==> config.mk <==
export PLATFORM = sky130hd
export DESIGN_NAME = muldiv_unit
export DESIGN_NICKNAME = d
export VERILOG_FILES = /design/src/rtl/muldiv_pkg.sv /design/src/rtl/muldiv_ctrl.sv /design/src/rtl/muldiv_path.sv /design/src/rtl/muldiv_unit.sv
export SDC_FILE = /design/constraint.sdc
export NUM_CORES = 1
export LEC_CHECK = 0
export ABC_AREA = 1
export BUFFER_PORTS_ARGS = -buffer_cell sky130_fd_sc_hd__buf_2
export CORE_MARGIN = 3
export CORE_UTILIZATION = 50
export DETAILED_ROUTE_END_ITERATION = 16
export GPL_TIMING_DRIVEN = 0
export HOLD_SLACK_MARGIN = 0.15
export PLACE_DENSITY = 0.69
export SETUP_SLACK_MARGIN = 0.5
export SYNTH_ARGS = -nofsm -noshare
export SYNTH_HDL_FRONTEND = slang
export SYNTH_HIERARCHICAL = 1
export SYNTH_SLANG_ARGS = --single-unit
==> constraint.sdc <==
create_clock -name clk -period 2.7 [get_ports clk]
set_input_delay 0.405 -clock clk [delete_from_list [all_inputs] [get_ports clk]]
set_output_delay 0.405 -clock clk [all_outputs]
set_load 0.005 [all_outputs]
==> src/rtl/muldiv_pkg.sv <==
package muldiv_pkg;
  typedef enum logic [1:0] {
    OP_MULS = 2'd0,
    OP_MULU = 2'd1,
    OP_DIVS = 2'd2,
    OP_DIVU = 2'd3
  } mdOpE;

  typedef struct packed {
    logic load;
    logic step;
    logic finish;
  } mdStrbT;
endpackage

==> src/rtl/muldiv_ctrl.sv <==
module muldiv_ctrl
  import muldiv_pkg::*;
#(
  parameter int WIDTH = 32
) (
  input  logic   clk,
  input  logic   rstN,
  input  logic   startValid,
  output logic   busy,
  output mdStrbT strb
);
  localparam int CW = $clog2(WIDTH + 1);

  typedef enum logic [1:0] {S_IDLE, S_RUN, S_FIN} ctrlStateE;

  ctrlStateE state;
  logic [CW-1:0] iterCnt;

  always_ff @(posedge clk) begin
    if (!rstN) begin
      state   <= S_IDLE;
      iterCnt <= '0;
    end else begin
      case (state)
        S_IDLE: if (startValid) begin
          state   <= S_RUN;
          iterCnt <= CW'(WIDTH);
        end
        S_RUN: begin
          iterCnt <= iterCnt - 1'b1;
          if (iterCnt == CW'(1)) state <= S_FIN;
        end
        default: state <= S_IDLE;
      endcase
    end
  end

  always_comb begin
    strb.load   = (state == S_IDLE) && startValid;
    strb.step   = (state == S_RUN);
    strb.finish = (state == S_FIN);
  end

  assign busy = (state != S_IDLE);

  // busy only rises because a start arrived
  p_start_gate_r2: assert property (@(posedge clk) disable iff (!rstN)
    $rose(busy) |-> $past(startValid));

  // at most one strobe per cycle
  p_one_strobe_r2: assert property (@(posedge clk) disable iff (!rstN)
    $onehot0({strb.load, strb.step, strb.finish}));
endmodule

==> src/rtl/muldiv_path.sv <==
module muldiv_path
  import muldiv_pkg::*;
#(
  parameter int WIDTH = 32
) (
  input  logic             clk,
  input  logic             rstN,
  input  mdStrbT           strb,
  input  logic [1:0]       startOp,
  input  logic [WIDTH-1:0] opA,
  input  logic [WIDTH-1:0] opB,
  output logic [WIDTH-1:0] hiReg,
  output logic [WIDTH-1:0] loReg
);
  localparam int W2 = 2 * WIDTH;

  logic             isDiv, negMain, negRem;
  logic [WIDTH-1:0] acc, mq, dvs;

  logic             isSigned, aNeg, bNeg;
  logic [WIDTH-1:0] magA, magB;
  logic [WIDTH:0]   mulSum, divShift, divDiff;
  logic             divFits;
  logic [W2-1:0]    prodRaw, prodFix;
  logic [WIDTH-1:0] quotFix, remFix;

  always_comb begin
    isSigned = (startOp == OP_MULS) || (startOp == OP_DIVS);
    aNeg     = isSigned && opA[WIDTH-1];
    bNeg     = isSigned && opB[WIDTH-1];
    magA     = aNeg ? (~opA + 1'b1) : opA;
    magB     = bNeg ? (~opB + 1'b1) : opB;

    mulSum   = {1'b0, acc} + (mq[0] ? {1'b0, dvs} : '0);
    divShift = {acc, mq[WIDTH-1]};
    divDiff  = divShift - {1'b0, dvs};
    divFits  = !divDiff[WIDTH];

    prodRaw  = {acc, mq};
    prodFix  = negMain ? (~prodRaw + 1'b1) : prodRaw;
    quotFix  = negMain ? (~mq + 1'b1) : mq;
    remFix   = negRem ? (~acc + 1'b1) : acc;
  end

  always_ff @(posedge clk) begin
    if (!rstN) begin
      isDiv   <= 1'b0;
      negMain <= 1'b0;
      negRem  <= 1'b0;
      acc     <= '0;
      mq      <= '0;
      dvs     <= '0;
      hiReg   <= '0;
      loReg   <= '0;
    end else if (strb.load) begin
      isDiv   <= startOp[1];
      negMain <= aNeg ^ bNeg;
      negRem  <= aNeg;
      acc     <= '0;
      mq      <= magA;
      dvs     <= magB;
    end else if (strb.step) begin
      if (isDiv) begin
        acc <= divFits ? divDiff[WIDTH-1:0] : divShift[WIDTH-1:0];
        mq  <= {mq[WIDTH-2:0], divFits};
      end else begin
        acc <= mulSum[WIDTH:1];
        mq  <= {mulSum[0], mq[WIDTH-1:1]};
      end
    end else if (strb.finish) begin
      hiReg <= isDiv ? remFix  : prodFix[W2-1:WIDTH];
      loReg <= isDiv ? quotFix : prodFix[WIDTH-1:0];
    end
  end

  // the partial remainder stays below the divisor magnitude
  p_rem_bound_r5: assert property (@(posedge clk) disable iff (!rstN)
    (strb.step && isDiv && (dvs != '0)) |-> (acc < dvs));
endmodule

==> src/rtl/muldiv_unit.sv <==
module muldiv_unit
  import muldiv_pkg::*;
#(
  parameter int WIDTH = 32
) (
  input  logic             clk,
  input  logic             rstN,
  input  logic             startValid,
  input  logic [1:0]       startOp,
  input  logic [WIDTH-1:0] opA,
  input  logic [WIDTH-1:0] opB,
  input  logic             readHiReq,
  input  logic             readLoReq,
  output logic             busy,
  output logic             readStall,
  output logic [WIDTH-1:0] hiData,
  output logic [WIDTH-1:0] loData
);
  mdStrbT strb;

  muldiv_ctrl #(.WIDTH(WIDTH)) u_ctrl (
    .clk(clk), .rstN(rstN), .startValid(startValid), .busy(busy), .strb(strb)
  );

  muldiv_path #(.WIDTH(WIDTH)) u_path (
    .clk(clk), .rstN(rstN), .strb(strb), .startOp(startOp),
    .opA(opA), .opB(opB), .hiReg(hiData), .loReg(loData)
  );

  assign readStall = busy && (readHiReq || readLoReq);

  localparam int BCW = $clog2(WIDTH + 2) + 1;
  logic [BCW-1:0] busyCnt;
  always_ff @(posedge clk) begin
    if (!rstN) busyCnt <= '0;
    else if (busy) busyCnt <= busyCnt + 1'b1;
    else busyCnt <= '0;
  end

  // every operation is busy for WIDTH+1 cycles
  p_busy_len_r2: assert property (@(posedge clk) disable iff (!rstN)
    $fell(busy) |-> (busyCnt == BCW'(WIDTH + 1)));

  // results hold while idle
  p_hold_idle_r10: assert property (@(posedge clk) disable iff (!rstN)
    (!busy && !$past(busy)) |-> ($stable(hiData) && $stable(loData)));
endmodule

**Word-level counts from Yosys, hierarchy flattened**

Index checks and enable logic that the tools add are counted.

- Word-level logic and storage cells: 67
- Input bits: 71
- Flip-flop bits (word level): 171
- Output and inout port bits: 66

- Reductions and logical operators: 16
- Equal/unequal tests: 6
- Bitwise operators: 9
- Add/sub/neg operators: 8
- Multiplexer cells: 18

Operator list:

| kind | number |
|---|---|
| $mux W32 | 12 |
| $add A32 B1 Y32 const B | 4 |
| $not A32 Y32 | 4 |
| $add A64 B1 Y64 const B | 1 |
| $mux W64 | 1 |
| $not A64 Y64 | 1 |
| $add A32 B33 Y33 | 1 |
| $sub A33 B32 Y33 | 1 |
| $pmux W6 S2 | 1 |
| $eq A6 B1 Y1 const B | 1 |
| $mux W6 | 1 |
| $reduce_bool A2 Y1 | 3 |
| $sub A6 B1 Y6 const B | 1 |
| $eq A2 B2 Y1 const B | 2 |
| $logic_and A1 B1 Y1 | 4 |
| $logic_not A2 Y1 | 2 |
| $mux W2 | 2 |
| $pmux W2 S2 | 1 |
| $reduce_and A2 Y1 | 2 |
| $not A1 Y1 | 3 |
| $reduce_and A3 Y1 | 1 |
| $eq A2 B1 Y1 const B | 1 |
| $logic_or A1 B1 Y1 | 2 |
| $ne A2 B1 Y1 const B | 1 |
| 4 further kinds | 4 |

**Depth between registers and ports, before layout**

- Depth in word-level cells: 5
- Gate-level depth with buffers: 19
- Depth with buffers taken out: 19

**Cells and area by module**

The synthesis kept the hierarchy.

By module, submodules not included:

| module | area an instance (um^2) | instances | cells each | sequential area each (um^2) |
|---|---|---|---|---|
| muldiv_path | 15821.4 | 1 | 2823 | 3263.1 |
| muldiv_ctrl | 450.4 | 1 | 60 | 160.2 |
| muldiv_unit | 11.3 | 1 | 3 | 0.0 |

**Worst setup path before layout**

Ideal clock, no wire load.

- Path type: flip-flop to flip-flop
- Start point: register u_path.mq[31]
- End point: register u_path.acc[30]
- Buffers on the path: 1
- Data required time: 2.583 ns
- Library setup time: 0.117 ns
- Setup slack: 0.394 ns
- Clock period less this slack: 2.306 ns
- Data arrival time: 2.189 ns
- Cell stages (with the launch flop): 19
- Path through: dfxtp_1 -> inv_1 -> ha_1 -> fa_1 -> inv_1 -> nand3_1 -> nand2_2 -> nand2_1 -> nand2_2 -> nand2_1 -> nand2_2 -> nand2_4 -> nand3_4 -> nand2_8 -> buf_6 -> nand2_1 -> nand2_1 -> a21oi_1 -> nor2_1

- Word-level cells in the longest chain between the ends: 3

Ends and longest elaborated chain:

| element | RTL line | text |
|---|---|---|
| start: declaration | muldiv_path.sv:18 | `logic [WIDTH-1:0] acc, mq, dvs;` |
| start signal: assignment | muldiv_path.sv:60 | `mq <= magA;` |
| start signal: assignment | muldiv_path.sv:65 | `mq <= {mq[WIDTH-2:0], divFits};` |
| start signal: assignment | muldiv_path.sv:68 | `mq <= {mulSum[0], mq[WIDTH-1:1]};` |
| $sub A33 B32 Y33 | muldiv_path.sv:36 | `divDiff = divShift - {1'b0, dvs};` |
| $mux W32 | muldiv_path.sv:64 | `acc <= divFits ? divDiff[WIDTH-1:0] : divShift[WIDTH-1:0];` |
| $mux W32 | muldiv_path.sv:63 | `if (isDiv) begin` |
| end signal: assignment | muldiv_path.sv:64 |  |
| end signal: assignment | muldiv_path.sv:67 | `acc <= mulSum[WIDTH:1];` |
| end: declaration | muldiv_path.sv:18 |  |

Every way passes these cells.
A chain may end at the register's enable or synchronous reset.

**Worst setup path after layout**

- Start point: register u_path.mq[0]
- End point: register u_path.acc[27]

- Word-level cells in the longest chain between the ends: 3

Ends and longest elaborated chain:

| element | RTL line | text |
|---|---|---|
| $mux W32 | muldiv_path.sv:34 | `mulSum = {1'b0, acc} + (mq[0] ? {1'b0, dvs} : '0);` |
| $add A32 B33 Y33 | muldiv_path.sv:34 |  |
| $mux W32 | muldiv_path.sv:63 |  |

Every way passes these cells.

==> metrics.csv <==
metric,value,unit
Vias,21100,
top area cells in the synthesized netlist,"dfxtp_1 21%, nand2_1 17%, inv_1 10%",
"flops & latches, synth",171,
height of the die,186,um
top-area cell type share of the netlist area,21.0,%
Comb power frac,45.9,%
Syn Inst Count,2886,
maximum vdd drop,481,uV
Final Setup Violations,0,
total CTS buffers,17,
syn_nets,3029,
Crit Path Max Fanout,10,
IO Pins,137,
unrepaired setup endpoints after global routing,true,
RR Endpoint,u_path/acc[27],
switch share,44.1,%
HPWL Detailed,57.5,mm
Post-route DRC,0,
router iterations before antenna repair,7,
fill cell count,3118,
worst slew pin tran,0.841,ns
min Tclk post-route,2.49,ns
post-synthesis sequential area ratio,21.0,%
most frequent cell after synthesis,nand2_1,
R2R depth,13,
setup ws final,0.208,ns
Post-Layout Cell Count,3546,
Most used DFF post-synth,dfxtp_1,
Final Hold Vio Count,0,
crit start category,flip-flop,
Syn Area/Cell,5.64,um2
Yosys top cell by area,dfxtp_1,
power density over the cells,503,nW/um2
slew margin rel.,43.9,%
Worst Path Required,3.04,ns
final wirelength,72.6,mm
hold crit path type,primary input to flip-flop,
slack of the worst reg-to-reg path,0.21,ns
total negative slack,0,ns
Placed Cells,3457,
Critical Path Slowest Stage Cell,dfxtp_1,
Post-synth ARST share,0,%
die area,34800,um2
largest net degree at the start of global routing,17,
outcome,"finished, final reports clean",
core area,31800,um2
Starting Density,51.2,%
CTS tree,done,
Clock Pin Slew Worst Setup and Hold Paths,0.07,ns
critical path type,flip-flop to flip-flop,
routability cong.,1.03,
pre-CTS setup slack,-0.328,ns
Die Width,186,um
global-route wire length before repair,107,mm
Port-buffer cells,136,
Root Buffer,clkbuf_16,
DR vias/cell,5.94,
Critical Path Sink Type,flip-flop,
crit-path cells,buf_6 -> clkbuf_8 -> nand2_1 -> inv_2 -> ha_4 -> nand2_2 -> o21ai_1 -> nand3b_1 -> nand2_1 -> a21oi_1 -> nor2_1 -> nor2_1 -> a21oi_1,
number of global-route vias before repair,19200,
final worst-path cycle share,92.3,%
Levels on crit path,13,
sequential fraction of design power,28.9,%
synth-to-layout area growth,24.6,%
critical path's largest stage delay,0.31,ns
gr ovfl total,0,
Lkg Pwr,0.0101,uW
Unique masters post-synth,52,
skew final,0.0220,ns
clk_lat worst skew,0.46,ns
P_int,5700,uW
f_max,401,MHz
row count,65,
Final #Nets,3242,
share of cells above drive strength 1,20.3,%
Final ANT Viol Nets,0,
clock tree buffer depth,2,
# clock sinks,171,
Critical Path Source,u_path/mq[0],
Buffers & Inverters on Critical Path,3,
Post-Syn Area,16300,um2
Final Util,63.8,%
crit path to,u_path/acc[27],
All-Layer GR Usage,39.2,%
H-tree levels,4,
CP arrival,2.83,ns
Critical R2R Launch,u_path/mq[0],
Final Slew Violations,0,
diode count,0,
max cap viols,0,
antenna violations before repair,1,
cell family with most CP delay,simple AND/OR/NAND/NOR gates,
Ys Warns,6,
Clock power frac,25.2,%
Net Switching,4500,uW
drt initial violations,2524,
"EDFF count, synth",0,
Synth top cells by count,"741 x nand2_1, 440 x inv_1, 306 x nor2_1, 276 x o21ai_0",
DR WL/cell,20.5,um
-- logic make-up (layout without fill, tap and decap cells) --
family / count (synthesis) / count (layout) / share of synthesized area [%]
flops: 171 / 171 / 21.0
simple gates: 1415 / 1418 / 37.0
compound gates: 608 / 608 / 19.8
xor+xnor: 66 / 66 / 3.55
fa+ha+maj: 72 / 72 / 5.62
buf+inv: 554 / 776 / 13.1
-- per-stage QoR --
step / hold WS [ns] / total power [uW] / instance area (um2)
after floorplan: 0.445 / 5520 / 16300
after global placement: 0.462 / 6700 / 17500
after detailed placement: 0.468 / 6740 / 17500
after CTS: 0.236 / 9710 / 19300
after global routing: 0.288 / 10700 / 20300
final: 0.251 / 10200 / 20300
-- registers in the layout (all words and copies together) (netlist names) --
| register | cells |
|---|---|
| u_ctrl/state | 2 |
| u_path/isDiv | 1 |
| u_path/negRem | 1 |
| u_path/loReg | 32 |
| u_path/dvs | 32 |
| u_path/mq | 32 |
| u_path/acc | 32 |
| u_path/hiReg | 32 |
| u_path/negMain | 1 |
| u_ctrl/iterCnt | 6 |
-- how the worst min path moves through the flow --
stage / to / cells after the start / start
after floorplan: u_path/dvs[25] / 2 / u_path/dvs[25]
after global placement: u_path/dvs[25] / 2 / u_path/dvs[25]
after detailed placement: u_path/dvs[25] / 2 / u_path/dvs[25]
after CTS: u_path/dvs[30] / 3 / opB[30]
after global routing: u_path/dvs[23] / 3 / opB[23]
final: u_path/dvs[30] / 3 / opB[30]
-- layout by cell type (no fill, tap or decap), types with 7 or more instances in the layout --
master | Yosys | routed
nand2_1 | 741 | 669
inv_1 | 440 | 413
nor2_1 | 306 | 274
o21ai_0 | 276 | 262
nand3_1 | 243 | 203
a21oi_1 | 243 | 201
buf_2 | 9 | 146
dfxtp_1 | 171 | 138
nand2_2 | 7 | 61
clkbuf_1 | 74 | 57
buf_4 | 1 | 53
xor2_1 | 57 | 49
nand3_2 | 4 | 41
a21oi_2 | 1 | 35
inv_2 | 12 | 33
ha_4 | 0 | 33
nor2_2 | 6 | 29
nand4_1 | 28 | 28
ha_1 | 70 | 26
nor3_1 | 32 | 24
nand2_4 | 3 | 22
o21ai_1 | 14 | 22
clkbuf_16 | 0 | 19
a31oi_1 | 19 | 19
dfxtp_4 | 0 | 17
dfxtp_2 | 0 | 16
clkbuf_2 | 0 | 13
nand3b_1 | 13 | 13
o22ai_1 | 13 | 13
nor2_4 | 2 | 11
ha_2 | 0 | 11
o211ai_1 | 10 | 10
xnor2_1 | 9 | 9
o21ai_2 | 3 | 8
a21oi_4 | 0 | 8
o221ai_1 | 8 | 8
buf_6 | 4 | 7
xor2_2 | 0 | 7
nor3_2 | 3 | 7
nor4_1 | 8 | 7
-- worst reg2reg max path: cells and delay by family (launching register included) --
kind                       cells  cell delay, ns
AOI/OAI and AO/OA              3            0.52
adders and majority gates      1            0.31
buffers and inverters          3            0.37
DFF                            1            0.31
and+or+nand+nor                6            0.87
-- area by class of cell --
| cell class | count | area (um2) | share of cell area [%] |
|---|---|---|---|
| clock inverters | 13 | 168 | 0.827 |
| plain buffers | 97 | 512 | 2.52 |
| multi-input cells | 2164 | 12300 | 60.4 |
| repair buffers | 191 | 1130 | 5.55 |
| clock buffers | 18 | 429 | 2.12 |
| well taps | 435 | 544 | 2.68 |
| inverters | 457 | 1740 | 8.57 |
| flip-flops and latches | 171 | 3510 | 17.3 |
-- routing by layer --
| metal | global-route usage (%) | wire, um | vias to the layer above |
|---|---|---|---|
| met5 | 0 | 13 | - |
| met4 | 29.4 | 6230 | 2 |
| met3 | 5.71 | 6820 | 357 |
| met2 | 63.9 | 32400 | 1333 |
| met1 | 46.8 | 27100 | 9594 |
| li1 | - | - | 9773 |
-- what timing repair did --
item                                    in CTS  in global routing
setup buffers                               28                 23
cloned                                       5                  2
endpoints found under the setup margin     132                130
gates resized for setup                    250                221
hold buffers                                 0                  0
pin swaps                                   37                 55
-- power by group through the flow --
stage | combinational (uW) | sequential, uW | clock (uW)
after floorplan | 2670 | 2850 | 0
after global placement | 3740 | 2960 | 0
after detailed placement | 3770 | 2970 | 0
after CTS | 4200 | 2920 | 2580
after global routing | 5060 | 2940 | 2700
final | 4680 | 2950 | 2570
Note: power is estimated with default switching activity, not from simulation.
